==> src/rtl/scan_pe_pkg.sv <==
package scan_pe_pkg;
  typedef enum logic {
    OP_BOXSUM = 1'b0,  // f(a, b+c)
    OP_BOXADD = 1'b1   // f(a, c) + b
  } pe_op_e;
endpackage

==> src/rtl/scan_pe_lane.sv <==
module scan_pe_lane
  import scan_pe_pkg::*;
#(
  parameter int W = 6
) (
  input  logic signed [W-1:0] a,
  input  logic signed [W-1:0] b,
  input  logic signed [W-1:0] c,
  input  pe_op_e              op,
  output logic signed [W-1:0] y
);
  localparam int SAT = (1 << (W-1)) - 1;
  localparam logic signed [W:0]   POS_X   = (W+1)'(SAT);
  localparam logic signed [W:0]   NEG_X   = -POS_X;
  localparam logic signed [W-1:0] MINCODE = {1'b1, {(W-1){1'b0}}};

  function automatic logic signed [W-1:0] sat_add(logic signed [W-1:0] x,
                                                   logic signed [W-1:0] z);
    logic signed [W:0] s;
    s = {x[W-1], x} + {z[W-1], z};
    if (s > POS_X)      return POS_X[W-1:0];
    else if (s < NEG_X) return NEG_X[W-1:0];
    else                return s[W-1:0];
  endfunction

  function automatic logic [W-2:0] magnitude(logic signed [W-1:0] x);
    logic signed [W-1:0] n;
    n = -x;
    if (x == MINCODE) return POS_X[W-2:0];
    else if (x[W-1])  return n[W-2:0];
    else              return x[W-2:0];
  endfunction

  function automatic logic signed [W-1:0] boxmin(logic signed [W-1:0] x,
                                                  logic signed [W-1:0] z);
    logic [W-2:0] mx, mz, m;
    logic signed [W-1:0] p;
    mx = magnitude(x);
    mz = magnitude(z);
    m  = (mx < mz) ? mx : mz;
    p  = {1'b0, m};
    return (x[W-1] ^ z[W-1]) ? -p : p;
  endfunction

  // named intermediate events
  logic signed [W-1:0] bc_sum;
  logic signed [W-1:0] mix_bc;
  logic signed [W-1:0] mix_c;
  logic signed [W-1:0] mix_c_plus_b;

  always_comb begin
    bc_sum       = sat_add(b, c);
    mix_bc       = boxmin(a, bc_sum);
    mix_c        = boxmin(a, c);
    mix_c_plus_b = sat_add(mix_c, b);
    y            = (op == OP_BOXADD) ? mix_c_plus_b : mix_bc;
  end

  // the inner sum never reaches the asymmetric code
  always_comb begin
    r4_sum_range_chk: assert (bc_sum !== MINCODE || $isunknown(b) || $isunknown(c));
  end
endmodule

==> src/rtl/scan_pe_fwd.sv <==
module scan_pe_fwd #(
  parameter int LANES = 8,
  parameter int W     = 6
) (
  input  logic [LANES*W-1:0] mem_in,
  input  logic [LANES*W-1:0] fb_in,
  input  logic               take_fb,
  output logic [LANES*W-1:0] opnd
);
  for (genvar k = 0; k < LANES; k++) begin : g_lane_mux
    assign opnd[k*W +: W] = take_fb ? fb_in[k*W +: W] : mem_in[k*W +: W];
  end
endmodule

==> src/rtl/scan_pe_array.sv <==
module scan_pe_array
  import scan_pe_pkg::*;
#(
  parameter int LANES = 8,
  parameter int W     = 6
) (
  input  logic               clk,
  input  logic               rst_n,
  input  logic               in_valid,
  input  logic               op_sel,
  input  logic [LANES*W-1:0] opa_mem,
  input  logic [LANES*W-1:0] opb_mem,
  input  logic [LANES*W-1:0] opc_mem,
  input  logic               fwd_a,
  input  logic               fwd_b,
  input  logic               fwd_c,
  output logic [LANES*W-1:0] res,
  output logic               res_valid
);
  localparam int VW = LANES * W;
  localparam logic [W-1:0] MINCODE = {1'b1, {(W-1){1'b0}}};

  logic [VW-1:0] a_eff, b_eff, c_eff;
  logic [VW-1:0] lane_y;
  logic [VW-1:0] res_q;
  logic          vld_q;
  pe_op_e        op_e;

  assign op_e = pe_op_e'(op_sel);

  scan_pe_fwd #(.LANES(LANES), .W(W)) u_fwd_a (
    .mem_in(opa_mem), .fb_in(res_q), .take_fb(fwd_a), .opnd(a_eff));
  scan_pe_fwd #(.LANES(LANES), .W(W)) u_fwd_b (
    .mem_in(opb_mem), .fb_in(res_q), .take_fb(fwd_b), .opnd(b_eff));
  scan_pe_fwd #(.LANES(LANES), .W(W)) u_fwd_c (
    .mem_in(opc_mem), .fb_in(res_q), .take_fb(fwd_c), .opnd(c_eff));

  for (genvar k = 0; k < LANES; k++) begin : g_pe
    logic signed [W-1:0] la, lb, lc, ly;
    assign la = a_eff[k*W +: W];
    assign lb = b_eff[k*W +: W];
    assign lc = c_eff[k*W +: W];

    scan_pe_lane #(.W(W)) u_lane (
      .a(la), .b(lb), .c(lc), .op(op_e), .y(ly));

    assign lane_y[k*W +: W] = ly;


    r4_no_mincode_chk: assert property (@(posedge clk) disable iff (!rst_n)
      res_q[k*W +: W] != MINCODE);


    r6_zero_a_chk: assert property (@(posedge clk) disable iff (!rst_n)
      (in_valid && op_e == OP_BOXSUM && la == '0) |=> (res_q[k*W +: W] == '0));
  end

  always_ff @(posedge clk or negedge rst_n) begin
    if (!rst_n) begin
      res_q <= '0;
      vld_q <= 1'b0;
    end else begin
      vld_q <= in_valid;
      if (in_valid) res_q <= lane_y;
    end
  end

  assign res       = res_q;
  assign res_valid = vld_q;


  r9_latency_chk: assert property (@(posedge clk) disable iff (!rst_n)
    in_valid |=> res_valid);


  r9_hold_chk: assert property (@(posedge clk) disable iff (!rst_n)
    !in_valid |=> ($stable(res) && !res_valid));


  r8_fwd_a_chk: assert property (@(posedge clk) disable iff (!rst_n)
    fwd_a |-> (a_eff == res));
endmodule

==> config.mk <==
export PLATFORM = sky130hd
export DESIGN_NAME = scan_pe_array
export DESIGN_NICKNAME = d
export VERILOG_FILES = /design/src/rtl/scan_pe_pkg.sv /design/src/rtl/scan_pe_lane.sv /design/src/rtl/scan_pe_fwd.sv /design/src/rtl/scan_pe_array.sv
export SDC_FILE = /design/constraint.sdc
export NUM_CORES = 1
export LEC_CHECK = 0
export BUFFER_PORTS_ARGS = -buffer_cell sky130_fd_sc_hd__buf_2
export CORE_MARGIN = 2
export CORE_UTILIZATION = 45
export CTS_CLUSTER_DIAMETER = 200
export CTS_CLUSTER_SIZE = 16
export DETAILED_ROUTE_END_ITERATION = 7
export SLEW_MARGIN = 20
export SYNTH_ARGS = -nofsm -noshare
export SYNTH_HDL_FRONTEND = slang
export SYNTH_SLANG_ARGS = --single-unit
==> constraint.sdc <==
create_clock -name clk -period 7.1 [get_ports clk]
set_clock_uncertainty 0.1 [all_clocks]
set_input_delay 1.42 -clock clk [delete_from_list [all_inputs] [get_ports clk]]
set_output_delay 1.42 -clock clk [all_outputs]
set_load 0.02 [all_outputs]
==> Word level (Yosys, flattened, before mapping) <==
Index checks and enable logic that the tools add are counted.
{ "totals": {"ff_bits": 49, "in_bits": 151, "output_inout_bits": 49, "elab_cells": 290} }
{ "classes": {"n_addsub": 56, "magnitude_cmp": 48, "n_eq_ne": 24, "muxes": 144, "n_bitwise": 16} }
{ "ops": {"columns": ["operator", "n"], "rows": [
  ["two-way mux 6 bit", 80],
  ["two-way mux 5 bit", 64],
  ["== test 6 bit (second input constant)", 24],
  ["negator 5 bit", 24],
  ["adder 6 x 6 -> 7 bit", 16],
  ["greater-than comparator 7 x 6 -> 1 bit (second input constant)", 16],
  ["< comparator 7 x 6 -> 1 bit (second input constant)", 16],
  ["negator 5 -> 6 bit", 16],
  ["< comparator 5 bit", 16],
  ["bitwise XOR 1 bit", 16]
]} }

==> Logic depth before layout (Yosys ltp) <==
{ "depth": {"depth_word": 13, "ltp_mapped": 33, "ltp_nobuf": 29} }

==> Modules after synthesis <==
From an unflattened synthesis, not the netlist that was laid out.
{ "hier_totals": {"hier_cells": 2033, "area_unflattened_um2": 16508.3} }
{ "by_module_without_submodules": {"columns": ["module", "n_inst", "cells_per_inst", "area_each_um2", "seq_area_each_um2"], "rows": [
  ["scan_pe_lane at g_pe[0].u_lane ...", 6, 221, 1574.0, 0.0],
  ["scan_pe_fwd", 3, 53, 659.4, 0.0],
  ["scan_pe_array", 1, 102, 1885.6, 1226.2],
  ["scan_pe_lane at g_pe[5].u_lane", 1, 226, 1605.3, 0.0],
  ["scan_pe_lane at g_pe[6].u_lane", 1, 220, 1595.3, 0.0]
]} }

==> Least setup slack after synthesis <==
No wires, ideal clock.
{ "synth_path": {"kind": "input -> register", "from": "input port fwd_a", "to": "register res_q[20], in the netlist res[20]", "setup_time_ns": 0.119, "arrival_time_ns": 7.210, "t_required_ns": 6.881, "path_slack_ns": -0.329, "path_stages": 30, "path_buffers": 4, "path_cell_list": "buf_6 buf_6 buf_4 buf_4 mux2i_1 ha_1 nor4bb_1 o21ai_1 a21oi_1 nand2_1 o21ai_1 ha_1 a21oi_1 o21ai_1 maj3_1 a21oi_2 mux2_2 inv_1 ha_1 nor2_1 a21oi_1 ha_1 a21o_1 a21oi_1 xnor2_1 or4_1 o21a_1 o21ai_0 o221ai_1 o21a_1"} }
{ "synth_between": {"elab_chain_len": 13, "elab_cells_between_ends": 21, "cone_classes": "4 x add/sub; 4 x order compare; 1 x eq/ne; 10 x mux; 2 x bitwise"} }
{ "synth_rtl": {"columns": ["item", "line", "rtl"], "rows": [
  ["start, declared", "scan_pe_array.sv:14", "input logic fwd_a,"],
  ["two-way mux 6 bit *", "scan_pe_fwd.sv:11", "assign opnd[k*W +: W] = take_fb ? fb_in[k*W +: W] : mem_in[k*W +: W];"],
  ["negator 5 bit", "scan_pe_lane.sv:28", "n = -x;"],
  ["two-way mux 5 bit", "scan_pe_lane.sv:30", "else if (x[W-1]) return n[W-2:0];"],
  ["two-way mux 5 bit", "scan_pe_lane.sv:29", "if (x == MINCODE) return POS_X[W-2:0];"],
  ["< comparator 5 bit", "scan_pe_lane.sv:40", "m = (mx < mz) ? mx : mz;"],
  ["two-way mux 5 bit", "scan_pe_lane.sv:40", null],
  ["negator 5 -> 6 bit", "scan_pe_lane.sv:42", "return (x[W-1] ^ z[W-1]) ? -p : p;"],
  ["two-way mux 6 bit", "scan_pe_lane.sv:42", null],
  ["adder 6 x 6 -> 7 bit", "scan_pe_lane.sv:20", "s = {x[W-1], x} + {z[W-1], z};"],
  ["< comparator 7 x 6 -> 1 bit", "scan_pe_lane.sv:22", "else if (s < NEG_X) return NEG_X[W-1:0];"],
  ["two-way mux 6 bit", "scan_pe_lane.sv:22", null],
  ["two-way mux 6 bit", "scan_pe_lane.sv:21", "if (s > POS_X) return POS_X[W-1:0];"],
  ["two-way mux 6 bit *", "scan_pe_lane.sv:56", "y = (op == OP_BOXADD) ? mix_c_plus_b : mix_bc;"],
  ["end signal, assigned", "scan_pe_array.sv:64", "if (in_valid) res_q <= lane_y;"],
  ["end, declared", "scan_pe_array.sv:25", "logic [VW-1:0] res_q;"]
]} }
Every way passes the cells marked *; elsewhere a longest branch is shown, timed or not.
A chain may end at the register's enable or synchronous reset.

==> Worst setup path in the final report <==
{ "layout_path": {"from": "input port fwd_a", "to": "register res_q[22], in the netlist res[22]"} }
Same word-level chain as after synthesis.

==> reports/results.tsv <==
metric	value	unit
Post-synth EDFFs	0	
routed wire length	51380	microns
Mapped Area	0.01553	sq mm
Overflow after GRT	0	
CP Capture Type	flip-flop	
vias in the first global route	16000	
type of the most critical hold path	reg -> reg	
maximum clock path buffer count	2	
Die ar.	0.03602	sq mm
register area share after synthesis	7.893	%
run status	finished, final reports clean	
Die W	189.8	microns
# hold bufs at CTS	0	
clk slew on worst S/H paths	0.07	ns
Antenna Nets Post-Route	0	
Clock Root Buffer	clkbuf_16	
initial antenna violation count	2	
first-iteration detailed-routing DRC count	1053	
Clk Latency, worst-skew pair	0.30	ns
Top-Level Pins	200	
Worst slew margin	30.59	%
startpoint type of the worst setup path	input pin	
final non-filler cell total	2791	
critical path data required time	7.17	ns
DR vias	16670	
Fmax	149.7	MHz
first-pass GRT wire length	81210	microns
Initial Util	45.31	%
Mapped Avg Cell Area	7.462	sq um
placed cells	2776	
synthesized instance count	2082	
crit path max fanout	8	
H-tree levels	2	
fraction of layout cells with a size suffix above 1	19.88	%
Vias/cell	5.973	
worst setup margin	0.4213	ns
Slew @ Worst Pin	1.034	ns
Std-Cell Rows	68	
Worst Path Arrival	6.75	ns
Final Hold Fails	0	
Post-synth top flop	dfrtp_1	
routed len/inst	18.41	microns
number of max-cap violations	0	
Final period util	94.07	%
core area	0.03429	sq mm
fin nets	2660	
drt drc	0	
Post-synth ARST share	100.0	%
crit-path max cell delay	0.47	ns
Area Overhead vs Synth	16.23	%
CTS buffer count	5	
gpl congestion	0.9386	
Die Y	189.8	microns
Synth cell types	96	
cell mode on critical path	a21oi_1	
IO Port Bufs	199	
Worst path slowest cell	fa_1	
post-layout min period	6.679	ns
Seq cells post-synth	49	
TritonCTS clock tree	built	
final setup vio count	0	
Synth Net Count	2409	
Slew Limit Fails	0	
clk sinks	49	
pin count of the biggest net entering global routing	64	
GRT Util Overall	27.46	%
Worst Setup Path Type	in -> reg	
Placement Setup Slack	-0.1111	ns
Synth Warn #	0	
post-detail-place hpwl	42070	microns
first drt pass iteration count	5	
[kinds of logic (layout without fill, tap and decap cells)]
logic type,Yosys count,after routing,synth area share (%)
and+or+nand+nor,683,683,21.48
xor gates and xnor gates,154,154,8.682
adders and majority gates,187,187,15.66
other,0,2,0
AOI/OAI and AO/OA,633,633,27.69
muxes,205,205,13.97
DFF,49,49,7.893
buffers and inverters,171,423,4.623
[cell usage in the layout, fill, tap and decap left out, types with 92 or more instances in the layout]
master and n:
a21oi_1 113, buf_4 98, buf_2 197, nand2_1 171
o21ai_0 92, mux2i_1 108, inv_1 106, xnor2_1 99
ha_1 159, nor2_1 209
[sequential cells by signal, indices dropped and copies added, names as in the netlist]
name / count
res_valid: 1
res: 48
[metal layers]
| layer | vias to the layer above | routed length (microns) | GRT usage [%] |
|---|---|---|---|
| met1 | 7894 | 24060 | 36.95 |
| met2 | 438 | 24240 | 47.86 |
| li1 | 8277 | - | - |
| met4 | 0 | 1202 | 7.185 |
| met3 | 63 | 1873 | 1.494 |
| met5 | - | 0 | 0 |
[worst max-delay path: cells and delay by family]
family | cells | cell delay [ns]
adders and majority gates | 6 | 1.94
and+or+nand+nor | 8 | 1.01
buffers and inverters | 3 | 0.39
muxes | 2 | 0.59
AOI/OAI and AO/OA | 10 | 1.40
[synth_stat cells (49+ instances only)]
cell type,n,area (sq um)
mux2i_1,118,1181
nor2_1,210,788.3
ha_1,160,2002
xnor2_1,100,875.8
nor3_1,70,350.3
dfrtp_1,49,1226
nand2_1,171,641.9
inv_1,106,397.9
o21ai_1,50,250.2
o21ai_0,96,480.5
a21oi_1,117,585.6
xor2_1,54,473.0
mux2_2,79,889.6
[final timing paths]
kind / slack, ns / end / depth (start not counted) / startpoint
max: 0.42 / res[22] / 29 / fwd_a
min: 0.55 / res[6] / 2 / res[6]
max reg2reg: 1.29 / res[22] / 27 / res[19]
min reg2reg: 0.55 / res[6] / 2 / res[6]
max in group asynchronous: 5.27 / res[18] / 2 / rst_n
min in group asynchronous: 1.14 / res[39] / 2 / rst_n
[what timing repair did]
item | in CTS | in global routing
endpoints found under the setup margin | 0 | 31
gates resized for setup | 0 | 38
buffers inserted | 0 | 4
[stage by stage]
stage,hold slack (ns),instance area [sq um],util (%),TNS (ns)
after floorplan,0.5354,15590,-,-0.009905
after CTS,0.5312,17830,52.00,0
after global placement,0.5125,17660,51.50,0
after global routing,0.5764,18060,52.66,-0.009581
final,0.5451,18060,52.66,0
after detailed placement,0.5166,17660,51.50,-0.3410
[cell type report]
class | count | area, sq um
inverters | 111 | 416.7
well taps | 455 | 569.3
fillers | 3336 | 16230
flip-flops and latches | 49 | 1226
clock inverters | 1 | 30.03
multi-input cells | 1862 | 13780
diodes | 2 | 5.005
clock buffers | 7 | 142.6
repair buffers | 304 | 1887
Power is not shown: default switching activity piles up to over one toggle a cycle in this logic, so the estimate is an artifact.
